**config.mk**
```make
export PLATFORM = sky130hd
export DESIGN_NAME = link_err_mon
export DESIGN_NICKNAME = d
export VERILOG_FILES = /design/src/rtl/link_err_pkg.sv /design/src/rtl/lerr_sat_cnt.sv /design/src/rtl/lerr_density.sv /design/src/rtl/lerr_regs.sv /design/src/rtl/link_err_mon.sv
export SDC_FILE = /design/constraint.sdc
export NUM_CORES = 1
export LEC_CHECK = 0
export BUFFER_PORTS_ARGS = -buffer_cell sky130_fd_sc_hd__buf_2
export CAP_MARGIN = 20
export CELL_PAD_IN_SITES_DETAIL_PLACEMENT = 0
export CELL_PAD_IN_SITES_GLOBAL_PLACEMENT = 2
export CORE_AREA = 2 2 111 113
export CTS_CLUSTER_SIZE = 28
export DETAILED_ROUTE_END_ITERATION = 8
export DIE_AREA = 0 0 113 115
export GPL_TIMING_DRIVEN = 0
export PLACE_DENSITY = 0.76
export SYNTH_ARGS = -nofsm -noshare
export SYNTH_HDL_FRONTEND = slang
export SYNTH_HIERARCHICAL = 1
export SYNTH_SLANG_ARGS = --single-unit
```
**constraint.sdc**
```tcl
create_clock -name clk -period 2.5 [get_ports clk]
set_input_delay 0.5 -clock clk [delete_from_list [all_inputs] [get_ports clk]]
set_output_delay 0.5 -clock clk [all_outputs]
set_load 0.02 [all_outputs]
```
**src/rtl/link_err_pkg.sv**
```systemverilog
package link_err_pkg;

  typedef enum logic [1:0] {
    LS_UNLOCKED = 2'd0,
    LS_LOCKED   = 2'd1,
    LS_RELOCK   = 2'd2
  } lock_st_e;

  localparam logic [7:0] A_CTRL     = 8'h08;
  localparam logic [7:0] A_DET      = 8'h10;
  localparam logic [7:0] A_CORR     = 8'h12;
  localparam logic [7:0] A_PRBS     = 8'h13;
  localparam logic [7:0] A_DET_THR  = 8'h20;
  localparam logic [7:0] A_CORR_THR = 8'h21;

  localparam int ACLR_BIT = 2;

  localparam int CI_DET  = 0;
  localparam int CI_CORR = 1;
  localparam int CI_PRBS = 2;
  localparam int N_CNT   = 3;

endpackage

```
**src/rtl/lerr_sat_cnt.sv**
```systemverilog
module lerr_sat_cnt #(
  parameter int W = 8
) (
  input  logic         clk,
  input  logic         rst,
  input  logic         clr_i,
  input  logic         rd_clr_i,
  input  logic         hold_i,
  input  logic         inc_i,
  output logic [W-1:0] cnt_o
);

  localparam logic [W-1:0] MAXV = '1;
  localparam logic [W-1:0] ONE  = {{(W-1){1'b0}}, 1'b1};

  always_ff @(posedge clk) begin
    if (rst || clr_i) begin
      cnt_o <= '0;
    end else if (rd_clr_i) begin
      // a strobe landing together with the read is kept
      cnt_o <= (inc_i && !hold_i) ? ONE : '0;
    end else if (!hold_i && inc_i && cnt_o != MAXV) begin
      cnt_o <= cnt_o + ONE;
    end
  end

endmodule

```
**src/rtl/lerr_density.sv**
```systemverilog
module lerr_density #(
  parameter int WIN_LEN = 16,
  localparam int CW     = $clog2(WIN_LEN + 1)
) (
  input  logic          clk,
  input  logic          rst,
  input  logic          en_i,
  input  logic          err_i,
  output logic          trip_o,
  output logic [CW-1:0] cnt_o
);

  localparam int THR = WIN_LEN / 4;

  logic [WIN_LEN-1:0] hist_q;
  logic [CW-1:0]      cnt_nxt;

  always_comb begin
    cnt_nxt = cnt_o + CW'(err_i) - CW'(hist_q[WIN_LEN-1]);
    trip_o  = en_i && (cnt_nxt >= CW'(THR));
  end

  always_ff @(posedge clk) begin
    if (rst || !en_i) begin
      hist_q <= '0;
      cnt_o  <= '0;
    end else begin
      hist_q <= {hist_q[WIN_LEN-2:0], err_i};
      cnt_o  <= cnt_nxt;
    end
  end

endmodule

```
**src/rtl/lerr_regs.sv**
```systemverilog
module lerr_regs
  import link_err_pkg::*;
#(
  parameter int           W            = 8,
  parameter logic [W-1:0] DET_THR_RST  = 15,
  parameter logic [W-1:0] CORR_THR_RST = 15
) (
  input  logic         clk,
  input  logic         rst,
  input  logic         wr_i,
  input  logic         rd_i,
  input  logic [7:0]   addr_i,
  input  logic [W-1:0] wdata_i,
  input  logic [W-1:0] det_cnt_i,
  input  logic [W-1:0] corr_cnt_i,
  input  logic [W-1:0] prbs_cnt_i,
  output logic         aclr_en_o,
  output logic [W-1:0] det_thr_o,
  output logic [W-1:0] corr_thr_o,
  output logic [W-1:0] rdata_o
);

  logic [W-1:0] rd_mux;

  always_ff @(posedge clk) begin
    if (rst) begin
      aclr_en_o  <= 1'b0;
      det_thr_o  <= DET_THR_RST;
      corr_thr_o <= CORR_THR_RST;
    end else if (wr_i) begin
      case (addr_i)
        A_CTRL:     aclr_en_o  <= wdata_i[ACLR_BIT];
        A_DET_THR:  det_thr_o  <= wdata_i;
        A_CORR_THR: corr_thr_o <= wdata_i;
        default: ;
      endcase
    end
  end

  always_comb begin
    rd_mux = '0;
    case (addr_i)
      A_CTRL:     rd_mux[ACLR_BIT] = aclr_en_o;
      A_DET:      rd_mux = det_cnt_i;
      A_CORR:     rd_mux = corr_cnt_i;
      A_PRBS:     rd_mux = prbs_cnt_i;
      A_DET_THR:  rd_mux = det_thr_o;
      A_CORR_THR: rd_mux = corr_thr_o;
      default:    rd_mux = '0;
    endcase
  end

  always_ff @(posedge clk) begin
    if (rst) begin
      rdata_o <= '0;
    end else if (rd_i) begin
      rdata_o <= rd_mux;
    end
  end

endmodule

```
**src/rtl/link_err_mon.sv**
```systemverilog
module link_err_mon
  import link_err_pkg::*;
#(
  parameter int                CNT_W        = 8,
  parameter int                WIN_LEN      = 16,
  parameter int                AUTO_CLR_CYC = 250,
  parameter logic [CNT_W-1:0]  DET_THR_RST  = 15,
  parameter logic [CNT_W-1:0]  CORR_THR_RST = 15
) (
  input  logic             clk,
  input  logic             rst,
  input  logic             lock_i,
  input  logic             det_err_i,
  input  logic             corr_err_i,
  input  logic             prbs_err_i,
  input  logic             prbs_mode_i,
  input  logic             reg_wr_i,
  input  logic             reg_rd_i,
  input  logic [7:0]       reg_addr_i,
  input  logic [CNT_W-1:0] reg_wdata_i,
  output logic [CNT_W-1:0] reg_rdata_o,
  output logic             alarm_n_o,
  output logic             lock_o,
  output logic             relock_o
);

  localparam int TW = $clog2(AUTO_CLR_CYC + 1);
  localparam int WW = $clog2(WIN_LEN + 1);
  localparam logic [TW-1:0] TMR_LAST = TW'(AUTO_CLR_CYC - 1);

  lock_st_e state_q, state_d;
  logic     locked, acq, trip;
  logic     prbs_q, prbs_rise;
  logic     aclr_en, aclr_run, aclr_pulse;
  logic [TW-1:0] tmr_q;
  logic [WW-1:0] win_cnt;
  logic [CNT_W-1:0] det_thr, corr_thr;
  logic [CNT_W-1:0] det_cnt, corr_cnt, prbs_cnt;
  logic rd_det, rd_corr, rd_prbs;
  logic alarm_cond;

  logic [N_CNT-1:0] c_clr, c_rd, c_hold, c_inc;
  logic [CNT_W-1:0] c_val [N_CNT];

  // lock tracking
  assign locked = (state_q == LS_LOCKED);
  assign acq    = (state_q == LS_UNLOCKED) && lock_i;

  always_comb begin
    state_d = state_q;
    case (state_q)
      LS_UNLOCKED: if (lock_i) state_d = LS_LOCKED;
      LS_LOCKED: begin
        if (!lock_i)   state_d = LS_UNLOCKED;
        else if (trip) state_d = LS_RELOCK;
      end
      LS_RELOCK:   if (!lock_i) state_d = LS_UNLOCKED;
      default:     state_d = LS_UNLOCKED;
    endcase
  end

  always_ff @(posedge clk) begin
    if (rst) begin
      state_q <= LS_UNLOCKED;
      prbs_q  <= 1'b0;
    end else begin
      state_q <= state_d;
      prbs_q  <= prbs_mode_i;
    end
  end

  assign lock_o    = locked;
  assign relock_o  = (state_q == LS_RELOCK);
  assign prbs_rise = prbs_mode_i && !prbs_q;

  lerr_density #(.WIN_LEN(WIN_LEN)) dens_i (
    .clk    (clk),
    .rst    (rst),
    .en_i   (locked),
    .err_i  (det_err_i),
    .trip_o (trip),
    .cnt_o  (win_cnt)
  );

  // counter controls
  assign rd_det  = reg_rd_i && (reg_addr_i == A_DET);
  assign rd_corr = reg_rd_i && (reg_addr_i == A_CORR);
  assign rd_prbs = reg_rd_i && (reg_addr_i == A_PRBS);

  always_comb begin
    c_clr[CI_DET]   = acq || prbs_mode_i || aclr_pulse;
    c_clr[CI_CORR]  = acq || prbs_mode_i || aclr_pulse;
    c_clr[CI_PRBS]  = acq || prbs_rise;
    c_rd[CI_DET]    = rd_det;
    c_rd[CI_CORR]   = rd_corr;
    c_rd[CI_PRBS]   = rd_prbs;
    c_hold[CI_DET]  = !locked;
    c_hold[CI_CORR] = !locked;
    c_hold[CI_PRBS] = !locked || !prbs_mode_i;
    c_inc[CI_DET]   = det_err_i;
    c_inc[CI_CORR]  = corr_err_i;
    c_inc[CI_PRBS]  = prbs_err_i;
  end

  for (genvar gi = 0; gi < N_CNT; gi++) begin : g_cnt
    lerr_sat_cnt #(.W(CNT_W)) cnt_i (
      .clk      (clk),
      .rst      (rst),
      .clr_i    (c_clr[gi]),
      .rd_clr_i (c_rd[gi]),
      .hold_i   (c_hold[gi]),
      .inc_i    (c_inc[gi]),
      .cnt_o    (c_val[gi])
    );
  end

  assign det_cnt  = c_val[CI_DET];
  assign corr_cnt = c_val[CI_CORR];
  assign prbs_cnt = c_val[CI_PRBS];

  lerr_regs #(
    .W            (CNT_W),
    .DET_THR_RST  (DET_THR_RST),
    .CORR_THR_RST (CORR_THR_RST)
  ) regs_i (
    .clk        (clk),
    .rst        (rst),
    .wr_i       (reg_wr_i),
    .rd_i       (reg_rd_i),
    .addr_i     (reg_addr_i),
    .wdata_i    (reg_wdata_i),
    .det_cnt_i  (det_cnt),
    .corr_cnt_i (corr_cnt),
    .prbs_cnt_i (prbs_cnt),
    .aclr_en_o  (aclr_en),
    .det_thr_o  (det_thr),
    .corr_thr_o (corr_thr),
    .rdata_o    (reg_rdata_o)
  );

  // alarm, registered from the counter state
  always_comb begin
    if (prbs_mode_i) alarm_cond = !prbs_rise && (prbs_cnt != '0);
    else             alarm_cond = (det_cnt > det_thr) || (corr_cnt > corr_thr);
  end

  always_ff @(posedge clk) begin
    if (rst) alarm_n_o <= 1'b1;
    else     alarm_n_o <= !alarm_cond;
  end

  // self-clearing timer, runs while the alarm is low
  assign aclr_run   = !alarm_n_o && aclr_en && !prbs_mode_i;
  assign aclr_pulse = aclr_run && (tmr_q == TMR_LAST);

  always_ff @(posedge clk) begin
    if (rst || !aclr_run)   tmr_q <= '0;
    else if (aclr_pulse)    tmr_q <= '0;
    else                    tmr_q <= tmr_q + 1'b1;
  end

endmodule

```
-- Yosys cells after proc, flatten, opt, wreduce, memory -nomap -nowiden
Index checks and enable logic that the tools add are counted.
Widths: inputs -> output; s select.
- mux-type cells: 18
- equality and inequality tests: 15
- $lt $le $gt $ge: 3
- reduce and logical (&&, ||, !) cells: 43
- add/sub/neg operators: 6
- operators by type and width (operator ; number):
    $mux 8 ; 6
    $add 8x1->8 const B ; 4
    $pmux 5 s5 ; 1
    $eq 8x5->1 const B ; 3
    $ne 8x8->1 const B ; 3
    $eq 8x6->1 const B ; 2
    $gt 8x8->1 ; 2
    $logic_and 1x1->1 ; 16
    $pmux 2 s5 ; 1
    $logic_or 1x1->1 ; 9
    $eq 8x4->1 const B ; 1
    $eq 8x8->1 const B ; 1
    $logic_not 1->1 ; 8
    $mux 2 ; 4
    $reduce_bool 8->1 ; 1
    $pmux 1 s6 ; 1
    $pmux 2 s3 ; 1
    $reduce_and 2->1 ; 3
    $reduce_bool 2->1 ; 3
    $add 5x1->5 ; 1
    $ge 5x3->1 const B ; 1
    $sub 5x1->5 ; 1
    $mux 1 ; 4
    $ne 2x2->1 const B ; 2
    other kinds (6) ; 6
- output and inout bits: 11
- register bits: 82
- bits of input ports: 25

-- Longest topological paths before layout
- depth after elaboration: 8
- mapped depth: 12
- gate-level depth less buffers: 12

-- Hierarchy
The synthesis kept the hierarchy.
- by module, submodules not included (module ; cells an instance ; times used ; area an instance (um2)):
    lerr_sat_cnt ; 47 ; 3 ; 442.9
    lerr_regs ; 122 ; 1 ; 1283.7
    link_err_mon ; 127 ; 1 ; 967.2
    lerr_density ; 76 ; 1 ; 792.0

-- Worst setup path before layout
Ideal clock, no wire load.
- kind: reg-to-reg
- start: reg dens_i.cnt_o[0]
- end: reg state_q[0]
- stages on the path, launching flop included: 12
- setup slack: 0.363 ns
- buffers on the path: 0
- arrival time: 2.052 ns
- setup time: 0.086 ns
- clock period less this slack: 2.137 ns
- cells stage by stage: dfxtp_1 > inv_1 > ha_1 > inv_1 > ha_1 > inv_1 > fa_1 > nand2b_1 > a21oi_2 > a22o_1 > o31a_1 > a211oi_1
- word-level cells in the longest chain between the ends: 6
- ends and longest elaborated chain (item ; RTL line ; RTL):
    start: declaration ; lerr_density.sv:10 ; output logic [CW-1:0] cnt_o
    start signal: assignment ; lerr_density.sv:29 ; cnt_o <= cnt_nxt;
    $add 5x1->5 ; lerr_density.sv:19 ; cnt_nxt = cnt_o + CW'(err_i) - CW'(hist_q[WIN_LEN-1]);
    $sub 5x1->5 ; lerr_density.sv:19 ;
    $ge 5x3->1 ; lerr_density.sv:20 ; trip_o = en_i && (cnt_nxt >= CW'(THR));
    $logic_and 1x1->1 ; lerr_density.sv:20 ;
    named net trip ; link_err_mon.sv:32 ; logic locked, acq, trip;
    $ne 3x3->1 (no line) ; - ;
    $reduce_and 3->1 (no line) ; - ;
    end signal: assignment ; link_err_mon.sv:67 ; state_q <= state_d;
    end: declaration ; link_err_mon.sv:31 ; lock_st_e state_q, state_d;
The timed path passes the listed nets, and every way through them passes these cells.
A chain may end at the register's enable or synchronous reset.

-- Final worst setup path
Ends and elaborated chain as after synthesis.

==> results.env <==
OUTCOME='finished, violations left'
FAILED_CHECKS='DRC'
CLOCK_SKEW_NS=0.00599
GRT_START_MAX_NET_PINS=20
ASYNC_RESET_FF_SHARE_PCT=0
RSZ0062_AT_GRT='no'
GRT.TOTAL_USAGE_PCT=17.1
SYNTH.LIB_CELLS_USED.DISTINCT=62
NETLIST_INSTANCES=466
CORE_AREA_MM2=0.0118
SYNTH_AREA_LEADER_CELL='sky130_fd_sc_hd__dfxtp_1'
LAYOUT_SETUP_WS_NS=0.209
YS_TOP_CELLS_BY_AREA='sky130_fd_sc_hd__dfxtp_1 (38%), sky130_fd_sc_hd__ha_1 (7.4%), sky130_fd_sc_hd__mux2i_1 (7.1%)'
IO_BUFFER_COUNT=35
MAXCAPVIOLATIONS=0
HTREE_LEVELS=3
TIMING.FINAL.CRIT_SHARE_PCT=91.6
YS.WARNINGS.COUNT=6
PLACEMENTROWS=40
FRACTION_OF_LAYOUT_CELLS_WITH_A_SIZE_SUFFIX_ABOVE_1_PCT=14.5
POST_CTS_RESIZED=0
TIMING.CRITICAL_PATH.ARRIVAL_NS=2.56
PLACE_INST=648
DETAILROUTE.VIA_COUNT=3555
TRITONCTS='yes'
IOS=36
CTS-ROOT-TO-SINK-BUFFERS=2
PRE_CTS_SLACK_NS=0.0864
SYNTH_COMMON_CELLS='sky130_fd_sc_hd__dfxtp_1 (82), sky130_fd_sc_hd__nor2_1 (34), sky130_fd_sc_hd__inv_1 (33), sky130_fd_sc_hd__nand2_1 (33), sky130_fd_sc_hd__mux2i_1 (31)'
TOTAL_NETS_AFTER_SYNTHESIS=518
PATH_CLASS='reg2reg'
TIMING.CRITICAL_PATH.FROM_TYPE='register'
REG2REG_FROM='dens_i/cnt_o[0]'
SYNTHMOSTINSTANTIATEDCELL='sky130_fd_sc_hd__dfxtp_1'
CTS_HOLD_REPAIR.BUFFERS=0
ROUTED_WIRELENGTH_MM=10.4
SYNTH_SEQUENTIAL_AREA_RATIO_PCT=37.6
SYNTH_AREA_PER_CELL_UM2=9.38
STATIC-LEAKAGE-POWER_nW=2.08
CLOCK_INSERTION_DELAY_WORST_SKEW_NS=0.35
HPWL_DP_MM=7.91
WORST_SETUP_HOLD_PATH_CLK_SLEW_NS=0.07
FIN_NETS=564
POSTSYNTH.TOPFLOPCELL='sky130_fd_sc_hd__dfxtp_1'
POST-LAYOUT-TOTAL-POWER_mW=2.98
ENDPOINT_KIND='register'
TIMING.CRITICAL_PATH.REQUIRED_NS=2.77
TIMING.FMAX_GHz=0.437
ANT_CELLS=0
NUMBER_OF_DESIGN_RULE_VIOLATIONS_LEFT_AFTER_DETAIL_ROUTING=1
SLEW_HEADROOM_PCT=44.0
POST_SYNTH_INSTANCE_AREA_MM2=0.00437
CLOCKROOTBUFFER='sky130_fd_sc_hd__clkbuf_16'
DETAIL_ROUTE.ITER0.VIOLATIONS=192
PERIOD_NEEDED_NS=2.29
POWER.IR.VDD_WORST_uV=299
FINAL_CELLS=664
SYNTH-EDFF-COUNT=0
WORSTPATHMAXFANOUT=3
POSTCTSSETUPBUFFERS=0
INITIAL_ANTENNA_VIOLATION_COUNT=0
POST_DETAILED_ROUTE_WIRELENGTH_PER_CELL_UM=15.7
SETUP_TNS_NS=0
WORST_SLEW_PIN_SLEW_NS=0.833
DETAIL_ROUTE.VIAS_PER_CELL=5.35
HOLD_START='reg_wdata_i[3]'
TRITONCTS_NUM_SINKS=82
GRT_PASS1_WL_MM=17.5
DRT_PRE_ANTENNA_ITERS=6
GP_ROUTABILITY_CONGESTION=0.822
DIE_AREA_MM2=0.0130
DIE_W_UM=113
ANTENNA_VIOLATING_NETS_POST_ROUTE=0
POWER.DENSITY_mW_PER_MM2=587
FLOORPLAN.INITIALDENSITY_PCT=37.0
TIMING_MAX_TRANSITION_VIOLATIONS_FINAL=0
STARTPOINT='dens_i/cnt_o[0]'
FP.DIEH_UM=115
AREA_DELTA_SYNTH_FINAL_PCT=15.9
POSTSYNTHREGISTERBITS=82
TIMING.HOLD.WORST.CLASS='in2reg'
CTS_BUFFERS=9
SETUP-VIOLATIONS-FINAL=0
CONGESTION_OVERFLOW_GR=0
SYNTH_TOP_CELL_AREA_SHARE_PCT=37.6
FINAL_HOLD_VIOL_COUNT=0
FIRST_GLOBAL_VIAS=3487
==> final timing paths <==
| path | end | slack (ns) | cells after the start |
|---|---|---|---|
| setup / recovery | state_q[0] | 0.21 | 11 |
| hold reg to reg | dens_i/hist_q[3] | 0.43 | 1 |
| hold / removal | regs_i/corr_thr_o[3] | 0.39 | 3 |
| setup reg to reg | state_q[0] | 0.21 | 11 |
==> cell type report <==
class	count	area, um^2
fill	1182	6740
multi-input combinational	340	2550
sequential	82	1640
clock buffer	11	253
tap	147	184
timing repair buffer	35	175
inverter	34	128
clock inverter	5	85.1
buffer	10	53.8
==> where the power goes <==
part | internal [mW] | switching, mW
registers | 1.32 | 0.00656
logic | 0.0553 | 0.0955
clock network | 0.935 | 0.566
==> routing by layer <==
metal | up-vias | wire length (um) | track usage [%] | share of wire [%]
met5 | - | 0 | 0 | 0
met4 | 0 | 213 | 6.83 | 2.0
met3 | 13 | 375 | 4.53 | 3.6
met2 | 64 | 4830 | 27.5 | 46
met1 | 1658 | 5010 | 21.9 | 48
li1 | 1820 | - | - | -
==> per-stage QoR <==
| step | cell area, um^2 | utilization [%] | hold WS, ns |
|---|---|---|---|
| detailed placement | 4730 | 40.1 | 0.413 |
| finish | 5070 | 42.9 | 0.393 |
| CTS | 5070 | 42.9 | 0.374 |
| floorplan | 4370 | - | 0.406 |
| global route | 5070 | 42.9 | 0.379 |
| global placement | 4730 | 40.1 | 0.408 |
==> critical path, stage by stage (launching register included) <==
cell and delay [ns]:
sky130_fd_sc_hd__dfxtp_1 0.31, sky130_fd_sc_hd__inv_1 0.04, sky130_fd_sc_hd__ha_1 0.27, sky130_fd_sc_hd__inv_1 0.06
sky130_fd_sc_hd__ha_1 0.15, sky130_fd_sc_hd__inv_1 0.06, sky130_fd_sc_hd__fa_1 0.41, sky130_fd_sc_hd__nand2b_1 0.11
sky130_fd_sc_hd__a21oi_2 0.05, sky130_fd_sc_hd__a22o_1 0.24, sky130_fd_sc_hd__o31a_1 0.30, sky130_fd_sc_hd__a211oi_1 0.22
==> registers in the layout, indices dropped and copies added (netlist names) <==
register / count
regs_i/aclr_en_o: 1
prbs_q: 1
regs_i/rdata_o: 8
regs_i/corr_thr_o: 8
dens_i/cnt_o: 5
g_cnt.cnt_i/cnt_o: 24
dens_i/hist_q: 16
alarm_n_o: 1
state_q: 2
tmr_q: 8
regs_i/det_thr_o: 8
==> cell families after synthesis <==
group | Yosys count | synth area share [%]
AND/OR/NAND/NOR | 172 | 22.8
buffers and inverters | 44 | 4.15
flip-flops | 82 | 37.5
multiplexers | 39 | 9.16
XOR/XNOR | 8 | 1.77
adder cells (fa/ha/maj) | 27 | 7.90
AO/OA/AOI/OAI | 94 | 16.6
==> layout by cell type (no fill, tap or decap), types with 5 or more instances in the layout <==
cell / netlist / routed
sky130_fd_sc_hd__nor3_1: 14 / 14
sky130_fd_sc_hd__a211oi_1: 7 / 7
sky130_fd_sc_hd__o21ai_0: 9 / 9
sky130_fd_sc_hd__nand3_1: 10 / 10
sky130_fd_sc_hd__nor2_1: 34 / 34
sky130_fd_sc_hd__nand2_1: 33 / 33
sky130_fd_sc_hd__and3_1: 6 / 6
sky130_fd_sc_hd__o221ai_1: 7 / 7
sky130_fd_sc_hd__nor2b_1: 9 / 9
sky130_fd_sc_hd__and2_1: 18 / 18
sky130_fd_sc_hd__a22oi_1: 8 / 8
sky130_fd_sc_hd__buf_2: 3 / 38
sky130_fd_sc_hd__mux2i_1: 31 / 31
sky130_fd_sc_hd__clkbuf_16: 0 / 9
sky130_fd_sc_hd__ha_1: 26 / 26
sky130_fd_sc_hd__o211a_1: 7 / 7
sky130_fd_sc_hd__a41oi_1: 6 / 6
sky130_fd_sc_hd__xnor2_1: 5 / 5
sky130_fd_sc_hd__mux2_1: 5 / 5
sky130_fd_sc_hd__inv_1: 33 / 33
sky130_fd_sc_hd__dfxtp_1: 82 / 82
sky130_fd_sc_hd__nand4_1: 6 / 6
sky130_fd_sc_hd__a21oi_1: 19 / 19
sky130_fd_sc_hd__nand2b_1: 9 / 9
sky130_fd_sc_hd__o2111ai_1: 6 / 6
Note: power is estimated with default switching activity, not from simulation.
